<file path="src/rtl/i2cw_pkg.sv">
package i2cw_pkg;

    // Command codes seen at the command port.
    typedef enum logic [1:0] {
        OP_START = 2'b00,
        OP_WRITE = 2'b01,
        OP_STOP  = 2'b10,
        OP_NONE  = 2'b11
    } op_e;

    // Sequencer phases.
    typedef enum logic [2:0] {
        S_IDLE  = 3'd0,   // bus free, both lines released
        S_OWN   = 3'd1,   // bus held, SCL pulled, waiting for a command
        S_HOLD  = 3'd2,   // SCL pulled, SDA still holding the previous value
        S_LOW   = 3'd3,   // SCL pulled, SDA at its new value
        S_HIGH  = 3'd4,   // SCL released
        S_SHOLD = 3'd5,   // SDA pulled with SCL released (start hold)
        S_FREE  = 3'd6    // bus-free gap after a stop
    } st_e;

endpackage

</file>
<file path="src/rtl/i2cw_span.sv">
// Derives every phase length from the active period. Outputs are
// counter load values, i.e. phase length minus one.
module i2cw_span #(
    parameter int PW   = 12,
    parameter int HOLD = 3
) (
    input  logic [PW-1:0] per_i,
    output logic [PW-1:0] ld_shold_o,
    output logic [PW-1:0] ld_low_o,
    output logic [PW-1:0] ld_hi_wr_o,
    output logic [PW-1:0] ld_hi_stop_o,
    output logic [PW-1:0] ld_hi_rs_o,
    output logic [PW-1:0] ld_free_o
);
    localparam logic [PW-1:0] ONE       = PW'(1);
    localparam logic [PW-1:0] TWO       = PW'(2);
    localparam logic [PW-1:0] THREE     = PW'(3);
    localparam logic [PW-1:0] LOW_TRIM  = PW'(HOLD + 1);

    logic [PW-1:0] half;

    always_comb begin
        half         = {1'b0, per_i[PW-1:1]};
        ld_shold_o   = half - TWO;        // H-1 cycles
        ld_low_o     = half - LOW_TRIM;   // H-HOLD cycles
        ld_hi_wr_o   = half - ONE;        // H cycles
        ld_hi_stop_o = half + ONE;        // H+2 cycles
        ld_hi_rs_o   = per_i - ONE;       // P cycles
        ld_free_o    = half - THREE;      // H-2 cycles, next start adds one
    end

endmodule

</file>
<file path="src/rtl/i2cw_tick.sv">
// Loadable down counter shared by all phases.
module i2cw_tick #(
    parameter int W = 12
) (
    input  logic         clk,
    input  logic         rst_n,
    input  logic         load_i,
    input  logic [W-1:0] val_i,
    output logic         zero_o
);
    logic [W-1:0] cnt_d, cnt_q;

    always_comb begin
        cnt_d = cnt_q;
        if (load_i) begin
            cnt_d = val_i;
        end else if (cnt_q != '0) begin
            cnt_d = cnt_q - 1'b1;
        end
    end

    always_ff @(posedge clk or negedge rst_n) begin
        if (!rst_n) begin
            cnt_q <= '0;
        end else begin
            cnt_q <= cnt_d;
        end
    end

    assign zero_o = (cnt_q == '0);

endmodule

</file>
<file path="src/rtl/i2cw_seq.sv">
// Bus sequencer: accepts commands and walks the line phases.
module i2cw_seq
    import i2cw_pkg::*;
#(
    parameter int PW   = 12,
    parameter int HOLD = 3
) (
    input  logic          clk,
    input  logic          rst_n,
    input  logic          cmd_valid_i,
    input  op_e           cmd_op_i,
    input  logic          cmd_bit_i,
    input  logic [PW-1:0] period_i,
    input  logic [PW-1:0] ld_shold_i,
    input  logic [PW-1:0] ld_low_i,
    input  logic [PW-1:0] ld_hi_wr_i,
    input  logic [PW-1:0] ld_hi_stop_i,
    input  logic [PW-1:0] ld_hi_rs_i,
    input  logic [PW-1:0] ld_free_i,
    input  logic          tick_zero_i,
    output logic [PW-1:0] per_use_o,
    output logic          tick_load_o,
    output logic [PW-1:0] tick_val_o,
    output logic          scl_pull_o,
    output logic          sda_pull_o,
    output logic          done_o
);
    localparam int            SW        = $clog2(HOLD + 1);
    localparam logic [SW-1:0] SINCE_MAX = SW'(HOLD);
    localparam logic [SW-1:0] SINCE_OK  = SW'(HOLD - 1);
    localparam logic [PW-1:0] HOLD_BASE = PW'(HOLD - 2);

    typedef struct packed {
        st_e           st;
        op_e           op;
        logic          dbit;
        logic [PW-1:0] per;
        logic          scl;
        logic          sda;
        logic          done;
        logic [SW-1:0] since;   // edges since SCL fell, saturating
    } seq_t;

    seq_t d, q;

    function automatic logic sda_goal(op_e op, logic b);
        case (op)
            OP_WRITE: return ~b;
            OP_STOP:  return 1'b1;
            default:  return 1'b0;
        endcase
    endfunction

    assign per_use_o = (q.st == S_IDLE || q.st == S_OWN) ? period_i : q.per;

    always_comb begin
        d           = q;
        d.done      = 1'b0;
        tick_load_o = 1'b0;
        tick_val_o  = ld_low_i;
        if (q.since < SINCE_MAX) begin
            d.since = q.since + 1'b1;
        end
        case (q.st)
            S_IDLE: begin
                if (cmd_valid_i && cmd_op_i == OP_START) begin
                    d.per       = period_i;
                    d.op        = OP_START;
                    d.sda       = 1'b1;
                    d.st        = S_SHOLD;
                    tick_load_o = 1'b1;
                    tick_val_o  = ld_shold_i;
                end
            end
            S_OWN: begin
                if (cmd_valid_i && cmd_op_i != OP_NONE) begin
                    d.per  = period_i;
                    d.op   = cmd_op_i;
                    d.dbit = cmd_bit_i;
                    tick_load_o = 1'b1;
                    if (q.since >= SINCE_OK) begin
                        d.st       = S_LOW;
                        d.sda      = sda_goal(cmd_op_i, cmd_bit_i);
                        tick_val_o = ld_low_i;
                    end else begin
                        d.st       = S_HOLD;
                        tick_val_o = HOLD_BASE - PW'(q.since);
                    end
                end
            end
            S_HOLD: begin
                if (tick_zero_i) begin
                    d.st        = S_LOW;
                    d.sda       = sda_goal(q.op, q.dbit);
                    tick_load_o = 1'b1;
                    tick_val_o  = ld_low_i;
                end
            end
            S_LOW: begin
                if (tick_zero_i) begin
                    d.scl       = 1'b0;
                    d.st        = S_HIGH;
                    tick_load_o = 1'b1;
                    case (q.op)
                        OP_WRITE: tick_val_o = ld_hi_wr_i;
                        OP_STOP:  tick_val_o = ld_hi_stop_i;
                        default:  tick_val_o = ld_hi_rs_i;
                    endcase
                end
            end
            S_HIGH: begin
                if (tick_zero_i) begin
                    case (q.op)
                        OP_WRITE: begin
                            d.scl   = 1'b1;
                            d.done  = 1'b1;
                            d.st    = S_OWN;
                            d.since = '0;
                        end
                        OP_STOP: begin
                            d.sda       = 1'b0;
                            d.st        = S_FREE;
                            tick_load_o = 1'b1;
                            tick_val_o  = ld_free_i;
                        end
                        default: begin
                            d.sda       = 1'b1;
                            d.st        = S_SHOLD;
                            tick_load_o = 1'b1;
                            tick_val_o  = ld_shold_i;
                        end
                    endcase
                end
            end
            S_SHOLD: begin
                if (tick_zero_i) begin
                    d.scl   = 1'b1;
                    d.done  = 1'b1;
                    d.st    = S_OWN;
                    d.since = '0;
                end
            end
            S_FREE: begin
                if (tick_zero_i) begin
                    d.done = 1'b1;
                    d.st   = S_IDLE;
                end
            end
            default: d.st = S_IDLE;
        endcase
    end

    always_ff @(posedge clk or negedge rst_n) begin
        if (!rst_n) begin
            q.st    <= S_IDLE;
            q.op    <= OP_NONE;
            q.dbit  <= 1'b0;
            q.per   <= '0;
            q.scl   <= 1'b0;
            q.sda   <= 1'b0;
            q.done  <= 1'b0;
            q.since <= SINCE_MAX;
        end else begin
            q <= d;
        end
    end

    assign scl_pull_o = q.scl;
    assign sda_pull_o = q.sda;
    assign done_o     = q.done;

endmodule

</file>
<file path="src/rtl/i2cw_master_wave.sv">
module i2cw_master_wave
    import i2cw_pkg::*;
#(
    parameter int PW   = 12,
    parameter int HOLD = 3
) (
    input  logic          clk,
    input  logic          rst_n,
    input  logic          cmd_valid_i,
    input  logic [1:0]    cmd_op_i,
    input  logic          cmd_bit_i,
    input  logic [PW-1:0] period_i,
    output logic          scl_pull_o,
    output logic          sda_pull_o,
    output logic          done_o
);
    logic [PW-1:0] per_use;
    logic [PW-1:0] ld_shold, ld_low, ld_hi_wr, ld_hi_stop, ld_hi_rs, ld_free;
    logic          tick_load, tick_zero;
    logic [PW-1:0] tick_val;

    i2cw_span #(.PW(PW), .HOLD(HOLD)) u_span (
        .per_i        (per_use),
        .ld_shold_o   (ld_shold),
        .ld_low_o     (ld_low),
        .ld_hi_wr_o   (ld_hi_wr),
        .ld_hi_stop_o (ld_hi_stop),
        .ld_hi_rs_o   (ld_hi_rs),
        .ld_free_o    (ld_free)
    );

    i2cw_tick #(.W(PW)) u_tick (
        .clk    (clk),
        .rst_n  (rst_n),
        .load_i (tick_load),
        .val_i  (tick_val),
        .zero_o (tick_zero)
    );

    i2cw_seq #(.PW(PW), .HOLD(HOLD)) u_seq (
        .clk          (clk),
        .rst_n        (rst_n),
        .cmd_valid_i  (cmd_valid_i),
        .cmd_op_i     (op_e'(cmd_op_i)),
        .cmd_bit_i    (cmd_bit_i),
        .period_i     (period_i),
        .ld_shold_i   (ld_shold),
        .ld_low_i     (ld_low),
        .ld_hi_wr_i   (ld_hi_wr),
        .ld_hi_stop_i (ld_hi_stop),
        .ld_hi_rs_i   (ld_hi_rs),
        .ld_free_i    (ld_free),
        .tick_zero_i  (tick_zero),
        .per_use_o    (per_use),
        .tick_load_o  (tick_load),
        .tick_val_o   (tick_val),
        .scl_pull_o   (scl_pull_o),
        .sda_pull_o   (sda_pull_o),
        .done_o       (done_o)
    );

endmodule

</file>
<file path="config.mk">
export PLATFORM = sky130hd
export DESIGN_NAME = i2cw_master_wave
export DESIGN_NICKNAME = d
export VERILOG_FILES = /design/src/rtl/i2cw_pkg.sv /design/src/rtl/i2cw_span.sv /design/src/rtl/i2cw_tick.sv /design/src/rtl/i2cw_seq.sv /design/src/rtl/i2cw_master_wave.sv
export SDC_FILE = /design/constraint.sdc
export NUM_CORES = 1
export LEC_CHECK = 0
export BUFFER_PORTS_ARGS = -buffer_cell sky130_fd_sc_hd__clkbuf_2
export CAP_MARGIN = 20
export CORE_ASPECT_RATIO = 1.75
export CORE_MARGIN = 1
export CORE_UTILIZATION = 50
export CTS_CLUSTER_DIAMETER = 120
export CTS_CLUSTER_SIZE = 14
export DETAILED_ROUTE_END_ITERATION = 16
export HOLD_SLACK_MARGIN = 0.08
export MAX_ROUTING_LAYER = met4
export PLACE_DENSITY = 0.77
export SETUP_SLACK_MARGIN = 0.15
export SYNTH_ARGS = -nofsm -noshare
export SYNTH_HDL_FRONTEND = slang
export SYNTH_SLANG_ARGS = --single-unit
</file>
<file path="constraint.sdc">
create_clock -name clk -period 3.9 [get_ports clk]
set_input_delay 0 -clock clk [delete_from_list [all_inputs] [get_ports clk]]
set_output_delay 0 -clock clk [all_outputs]
set_load 0.02 [all_outputs]
</file>
==> qor_table.md, run 1 <==
| Item | Reported | Unit |
| --- | --- | --- |
| Max Fanout on Critical Path | 14 | - |
| Clock Tree Buf Depth | 2 | - |
| Grt met1 use | 38.79 | % |
| Top post-synthesis cells by area | dfrtp_1 (19%), ha_1 (7.0%), a21oi_1 (5.2%), xnor2_1 (5.1%), o21ai_0 (4.8%) | - |
| Portion of total power attributed to sequential cells | 38.2 | % |
| Most instantiated cells after synthesis | nand2_1 (53), nor2_1 (44), a21oi_1 (43), o21ai_0 (40), dfrtp_1 (31) | - |
| Cell depth of the worst flop-to-flop path | 10 | - |
| Startpoint of the lowest-slack hold path | cmd_valid_i | - |
| Post-cts sizing count | 0 | - |
| Library cell appearing most often on the critical path | ha_1 | - |
| Clock network fraction of total power | 57.0 | % |
| Area enclosed by the die boundary | 0.008645 | sq mm |
| Time the worst path needs with I/O delays and setup | 3480 | ps |
| Worst R2R End | u_tick.cnt_q[7]$_DFFE_PN0P_ | - |
| Antenna violations before repair | 0 | - |
| Post-synth top area cell | dfrtp_1 | - |
| Relative contribution of combinational cells to total power | 4.8 | % |
| Cells after synthesis | 540 | - |
| # nets final | 613 | - |
| GRT overflow | 0 | - |
| Number of CTS-inserted buffers | 5 | - |
| Share of the synthesized area in the top cell type | 18.78 | % |
| Startpoint class of the critical path | flip-flop | - |
| Avg WL per Cell | 23.18 | microns |
| Number of storage elements in the synthesis netlist | 35 | - |
| EDFF count, synth | 0 | - |
| Cell type group with the largest total delay on the critical path | compound AO/OA/AOI/OAI gates | - |
| Global placement routability congestion | 1.120 | - |
| Transition time at the pin with the least slew margin | 941.5 | ps |
| Power dissipated by switching net loads | 200.8 | uW |
| Number of diodes added for antenna fixing | 0 | - |
| Power density normalized to cell area | 202.5 | mW/mm^2 |
| Starting Density | 51.89 | % |
| Outcome | finished clean | - |
| TritonCTS clock tree | yes | - |
| Hold endpoint | u_seq.q[21]$_DFFE_PN0P_ | - |
| Total track usage | 38.09 | % |
| Slew HR | 37.24 | % |
| Worst hold path depth | 4 | - |
| Met3 Resource Use GR | 6.568 | % |
| Post-placement worst setup slack | 478.5 | ps |
| Number of max-cap violations | 0 | - |
| Count of yosys warnings during synthesis | 0 | - |
| Residual DRC | 0 | - |
| Syn nets | 582 | - |
| First-pass GRT wire length | 23920 | microns |
| Number of core rows | 43 | - |
| Peak-usage layer in the global routing report | met2 | - |
| Post-route ant nets | 0 | - |
| Number of buffer cells added on primary ports | 20 | - |
| Highest cell delay on the worst timing path | 540 | ps |
| Static leakage | 2.010 | nW |
| Util after Layout | 59.02 | % |
| Fin. max-slew vios | 0 | - |
| Asr flop ratio synth | 100.0 | % |
| Die Wd | 70.72 | microns |
| Cell area after synthesis | 0.004131 | sq mm |
| Overall routed net length | 15340 | microns |
| Post-Layout Inst Area | 0.004700 | sq mm |
| Worst-Skew Late Latency | 300 | ps |
| Most common cell in the netlist | nand2_1 | - |
| Pin count of the biggest net entering global routing | 36 | - |
| Global routing usage on met2 | 65.26 | % |
| Prevailing post-synth register cell | dfrtp_1 | - |
| Area added between synthesis and finish | 13.75 | % |
| Fin Hold WS | 357.2 | ps |
| Worst Setup Slack, final | 419.5 | ps |
| Setup repair after global routing missed its margin | no | - |
| Placeable core region | 0.007963 | sq mm |
| Number of design-rule violations left by the first detailed-router iteration | 385 | - |
| Max stage delay cell, worst path | dfstp_2 | - |
| Deepest level of the CTS H-tree | 2 | - |
| Sum Neg Setup Slack | 0 | ps |
| Post-detailed-route via-to-cell ratio | 6.826 | - |
| Top-level port count | 21 | - |
| Synthesized area divided by synthesized cell count | 7.651 | sq um |
| Die height | 122.3 | microns |
| Clock input transition at the sequential cells of the worst setup and hold paths | 60 | ps |
| Hold violation count in the final report | 0 | - |
| Path type of the worst setup path | flip-flop to flip-flop | - |
| Worst EP required | 4040 | ps |
| Non-filler cells in the finished layout | 662 | - |
| Post-route clock skew | 13.36 | ps |
| Startpoint of the worst-slack reg-to-reg timing path | u_seq.q[19]$_DFFE_PN1P_ | - |
| Area of placed instances | 0.004347 | sq mm |
| Worst min-delay path class | primary input to flip-flop | - |
| Fin crit share | 89.24 | % |
| Share of final-layout standard cells stronger than drive strength 1 | 13.46 | % |
| Worst reg-to-reg setup slack | 420 | ps |
| Post-layout power | 951.8 | uW |
| Total of endpoints with negative setup slack in the final report | 0 | - |
| Number of distinct library cell variants in the gate-level netlist after synthesis | 73 | - |
| Router iterations before antenna repair | 5 | - |
| CTS Root Cell | clkbuf_16 | - |
| Post-DP HPWL | 11700 | microns |
| Buffers and inverters on the worst path | 1 | - |
| Vias in the first global route | 4481 | - |
| Total placed cells including tap cells | 638 | - |
| Arr. time, crit path | 3620 | ps |
| Hold buffers post-CTS | 16 | - |
| Switching fraction of total power | 21.10 | % |
| Number of vias in the routed layout | 4519 | - |
| P_int | 751.0 | uW |
| Number of buffers inserted by post-CTS setup repair | 0 | - |
| F_max | 287.3 | MHz |
| Max VDD drop | 0.2935 | mV |
| Sinks on Clock Net | 35 | - |
| CP Capture Type | flip-flop | - |
| Cell-by-cell listing of the critical path | ha_1 -> inv_1 -> ha_1 -> or3_1 -> a311o_1 -> nand4_1 -> nand3b_1 -> xor2_1 -> o2111ai_1 -> a31oi_1 | - |
| Sequential cell area fraction in the yosys report | 21.32 | % |
## worst reg2reg max path, cell delays in order (launching register included)
cell	delay, ps
dfstp_2	540
ha_1	380
inv_1	390
ha_1	380
or3_1	380
a311o_1	300
nand4_1	120
nand3b_1	140
xor2_1	170
o2111ai_1	390
a31oi_1	160
## power by group through the flow
stage               Clock (mW)  Sequential [mW]  Combinational (mW)
floorplan                    0            0.370             0.00819
global placement             0            0.370              0.0317
detailed placement           0            0.370              0.0325
CTS                      0.543            0.363              0.0455
global route             0.558            0.363              0.0511
finish                   0.543            0.363              0.0457
## flip-flops by register name, summed over array words and instances, names as in the netlist
signal            count
u_seq.scl_pull_o      1
u_tick.cnt_q         12
u_seq.q              20
u_seq.sda_pull_o      1
u_seq.done_o          1
## how the worst max path moves through the flow
| stage | start | slack, ps | cells after the start | to |
|---|---|---|---|---|
| global placement | u_seq.q[19]$_DFFE_PN1P_ | 490 | 10 | u_tick.cnt_q[9]$_DFFE_PN0P_ |
| finish | u_seq.q[19]$_DFFE_PN1P_ | 420 | 10 | u_tick.cnt_q[7]$_DFFE_PN0P_ |
| global route | u_seq.q[21]$_DFFE_PN0P_ | 180 | 12 | u_tick.cnt_q[9]$_DFFE_PN0P_ |
| detailed placement | u_seq.q[21]$_DFFE_PN0P_ | 480 | 11 | u_tick.cnt_q[9]$_DFFE_PN0P_ |
| CTS | u_seq.q[21]$_DFFE_PN0P_ | 460 | 11 | u_tick.cnt_q[9]$_DFFE_PN0P_ |
| floorplan | u_seq.q[22]$_DFFE_PN0P_ | 780 | 14 | u_tick.cnt_q[11]$_DFFE_PN0P_ |
## placed cells by master, fill, tap and decap left out, types with 4 or more instances in the layout
| master | instances |
|---|---|
| a211oi_1 | 5 |
| a21o_1 | 5 |
| a21oi_1 | 43 |
| a221oi_1 | 4 |
| a2bb2oi_1 | 4 |
| a31oi_1 | 11 |
| buf_4 | 19 |
| clkbuf_16 | 5 |
| clkbuf_2 | 20 |
| dfrtp_1 | 31 |
| dfstp_2 | 4 |
| dlygate4sd3_1 | 16 |
| ha_1 | 23 |
| inv_1 | 26 |
| mux2_2 | 16 |
| mux2i_1 | 6 |
| nand2_1 | 53 |
| nand2b_1 | 6 |
| nand3_1 | 13 |
| nand4_1 | 5 |
| nor2_1 | 44 |
| nor2b_1 | 6 |
| nor3_1 | 18 |
| nor4_1 | 17 |
| nor4_2 | 4 |
| o211ai_1 | 11 |
| o21ai_0 | 40 |
| o22ai_1 | 5 |
| o31ai_1 | 4 |
| or3_1 | 4 |
| xnor2_1 | 24 |
| xor2_1 | 5 |
## area by class of cell
cell class,count,area (sq um)
clock buffers,5,125.1
clock inverters,3,67.56
fillers,759,3263
inverters,27,101.3
multi-input cells,447,3009
flip-flops and latches,35,880.8
well taps,90,112.6
repair buffers,55,402.9
## layer usage
metal | up-vias | part of all wire (%)
li1 | 2097 | -
met1 | 2128 | 35
met2 | 212 | 51
met3 | 82 | 6.1
met4 | 0 | 8.1
met5 | - | 0
## kinds of logic (layout without fill, tap and decap cells)
logic type,Yosys count,count (layout),share of synthesized area [%]
DFF,35,35,21.32
buffers and inverters,58,90,5.845
xor gates and xnor gates,29,29,6.148
and+or+nand+nor,190,190,23.35
adders and majority gates,24,24,7.450
AOI/OAI and AO/OA,180,180,28.98
muxes,24,24,6.905
No activity file was read; power rests on OpenSTA's default activity.
==> run 2: changes to the inputs <==
CORE_ASPECT_RATIO = default   (was 1.75)
==> run 2 against run 1 <==
  * Worst hold slack lost 27 ps
  * Core utilization rose by 0.084 points
  * Power decreased by 26%
  * Clock skew fell by 7.5 ps
  * Combinational power down 1%
  * Register-to-register slack better by 110 ps
  * Global-route usage decreased by 2.8 points
  * Maximum frequency increased by 3.2%
  * Worst setup slack improved by 110 ps
  * Highest routed layer unchanged
==> qor_table.md, run 2 (synthesis results as in run 1) <==
| Item | Reported | Unit | Delta |
| --- | --- | --- | --- |
| Outcome | finished clean | - |  |
| Fin Hold WS | 330.2 | ps | -26.97 ps |
| Vias in the first global route | 4059 | - | -9.4% |
| Antenna violations before repair | 0 | - | unchanged |
| Post-detailed-route via-to-cell ratio | 6.753 | - | -1.1% |
| Fill cells | 740 | - | -2.5% |
| Number of buffer cells added on primary ports | 20 | - | unchanged |
| Critical path capture point | u_tick.cnt_q[10]$_DFFE_PN0P_ | - |  |
| Starting Density | 52.65 | % | +0.76 points |
| GRT overflow | 0 | - | unchanged |
| Sinks on Clock Net | 35 | - | unchanged |
| CTS Root Cell | clkbuf_8 | - |  |
| Number of vias in the routed layout | 4572 | - | +1.2% |
| Max Fanout on Critical Path | 22 | - | +8 |
| Clock Tree Buf Depth | 2 | - | unchanged |
| Placeable core region | 0.007848 | sq mm | -1.4% |
| Post-route ant nets | 0 | - | unchanged |
| Avg WL per Cell | 21.38 | microns | -7.8% |
| Area added between synthesis and finish | 12.27 | % |  |
| Number of CTS-inserted buffers | 5 | - | unchanged |
| Largest registers in the final layout | u_seq.q: 20 flops, u_tick.cnt_q: 12 flops | - |  |
| Power density normalized to cell area | 151.6 | mW/mm^2 | -25% |
| Flip-flop count of the largest register after layout | 20 | - | unchanged |
| Max VDD drop | 0.1233 | mV | -58% |
| Die Wd | 92.90 | microns | +31% |
| Slew HR | 38.71 | % | +1.5 points |
| Area enclosed by the die boundary | 0.008630 | sq mm | -0.17% |
| Global placement routability congestion | 1.101 | - | -1.7% |
| Startpoint of the worst-slack reg-to-reg timing path | u_seq.q[21]$_DFFE_PN0P_ | - |  |
| Largest Register | u_seq.q | - |  |
| First-pass GRT wire length | 22670 | microns | -5.3% |
| Worst-Skew Late Latency | 310 | ps | about the same |
| Hold buffers post-CTS | 16 | - | unchanged |
| Static leakage | 1.978 | nW | -1.6% |
| Routed met2 length | 6562 | microns | -16% |
| Post-Layout Inst Area | 0.004638 | sq mm | -1.3% |
| Worst R2R End | u_tick.cnt_q[10]$_DFFE_PN0P_ | - |  |
| Fin crit share | 86.45 | % | -2.8 points |
| Die height | 92.90 | microns | -24% |
| Overall routed net length | 14470 | microns | -5.7% |
| Max stage delay cell, worst path | dfrtp_1 | - |  |
| Worst setup path start | u_seq.q[21]$_DFFE_PN0P_ | - |  |
| Uppermost metal layer occupied by signal nets | met4 | - |  |
| F_max | 296.6 | MHz | +3.2% |
| Cell depth of the worst flop-to-flop path | 11 | - | +1 |
| Share of final-layout standard cells stronger than drive strength 1 | 13.91 | % | +0.45 points |
| TritonCTS clock tree | yes | - |  |
| Detailed-routed wire length on met3 | 1339 | microns | +43% |
| Top library cells by usage in the layout, fill and taps aside | nand2_1 (53), nor2_1 (44), a21oi_1 (43) | - |  |
| Path type of the worst setup path | flip-flop to flip-flop | - |  |
| Wire length on met1 | 6208 | microns | +15% |
| Clock input transition at the sequential cells of the worst setup and hold paths | 90 | ps | +30 ps |
| Number of diodes added for antenna fixing | 0 | - | unchanged |
| Deepest level of the CTS H-tree | 2 | - | unchanged |
| Post-route clock skew | 5.863 | ps | -7.498 ps |
| Setup repair after global routing missed its margin | no | - |  |
| Number of core rows | 32 | - | -26% |
| Number of buffers inserted by post-CTS setup repair | 0 | - | unchanged |
| Worst EP required | 4130 | ps | +90 ps |
| Number of max-cap violations | 0 | - | unchanged |
| Highest cell delay on the worst timing path | 520 | ps | -20 ps |
| Pin count of the biggest net entering global routing | 36 | - | unchanged |
| Fin. max-slew vios | 0 | - | unchanged |
| Number of design-rule violations left by the first detailed-router iteration | 692 | - | +80% |
| Area of placed instances | 0.004384 | sq mm | +0.86% |
| Post-cts sizing count | 0 | - | unchanged |
| Hold violation count in the final report | 0 | - | unchanged |
| Time the worst path needs with I/O delays and setup | 3372 | ps | -109.0 ps |
| Sum Neg Setup Slack | 0 | ps | unchanged |
| Total track usage | 35.26 | % | -2.8 points |
| Worst reg-to-reg setup slack | 530 | ps | +110 ps |
| Startpoint class of the critical path | flip-flop | - |  |
| Worst min-delay path class | primary input to flip-flop | - |  |
| Residual DRC | 0 | - | unchanged |
| # nets final | 616 | - | +0.49% |
| Transition time at the pin with the least slew margin | 919.3 | ps | -22.15 ps |
| CP Capture Type | flip-flop | - |  |
| Total of endpoints with negative setup slack in the final report | 0 | - | unchanged |
| Arr. time, crit path | 3600 | ps | -20 ps |
| Most common cell after layout, fill and taps aside | nand2_1 | - |  |
| Top-level port count | 21 | - | unchanged |
| Post-DP HPWL | 10790 | microns | -7.8% |
| Cell-by-cell listing of the critical path | or2_1 -> buf_4 -> mux2_2 -> fa_1 -> a21oi_1 -> o2111ai_1 -> a41oi_1 -> xnor2_1 -> nand2_1 -> a31o_1 -> a31oi_1 | - |  |
| Router iterations before antenna repair | 6 | - | +1 |
-- run 2: critical path: cells and delay by family (launching register included) --
family	cells	cell delay [ps]
DFF	1	520
adders and majority gates	1	440
buffers and inverters	1	320
xor gates and xnor gates	1	150
AOI/OAI and AO/OA	5	1110
muxes	1	450
and+or+nand+nor	2	310
-- run 2: per-layer routing --
| metal | vias to the layer above | GRT usage (%) |
|---|---|---|
| li1 | 2108 | - |
| met1 | 2146 | 49.27 |
| met2 | 284 | 54.41 |
| met3 | 34 | 3.695 |
| met4 | 0 | 8.974 |
| met5 | - | - |
-- run 2: final cells by class --
class	instances	area, sq um	area share [%]
clock buffer	5	68.82	1.484
multi-input combinational	447	3009	64.88
tap	102	127.6	2.752
sequential	35	880.8	18.99
inverter	27	101.3	2.185
timing repair buffer	58	425.4	9.172
clock inverter	3	25.02	0.5395
-- run 2: metrics by stage --
step                worst slack, ps  instances  utilization [%]  total power [mW]
floorplan                     776.5        540                -            0.3781
global placement              611.6        653            55.87            0.4016
finish                        528.5        677            59.10            0.7033
CTS                           554.5        677            59.10            0.7064
detailed placement            569.6        653            55.87            0.4023
global route                  248.9        677            59.10            0.7220
-- run 2: how the worst min path moves through the flow --
stage                            from                          end  depth (start not counted)
after floorplan                 rst_n       u_seq.done_o$_DFF_PN0_                          0
after detailed placement        rst_n  u_tick.cnt_q[6]$_DFFE_PN0P_                          1
final                     cmd_valid_i      u_seq.q[19]$_DFFE_PN1P_                          6
after CTS                 cmd_valid_i      u_seq.q[19]$_DFFE_PN1P_                          6
after global placement          rst_n  u_tick.cnt_q[8]$_DFFE_PN0P_                          1
after global routing      cmd_valid_i  u_tick.cnt_q[5]$_DFFE_PN0P_                          5
-- run 2: power breakdown --
group	switching [mW]	internal (mW)	total (mW)
Clock	0.167	0.128	0.295
Sequential	0	0.363	0.363
Combinational	0.0241	0.0210	0.0451
Total	0.191	0.512	0.703
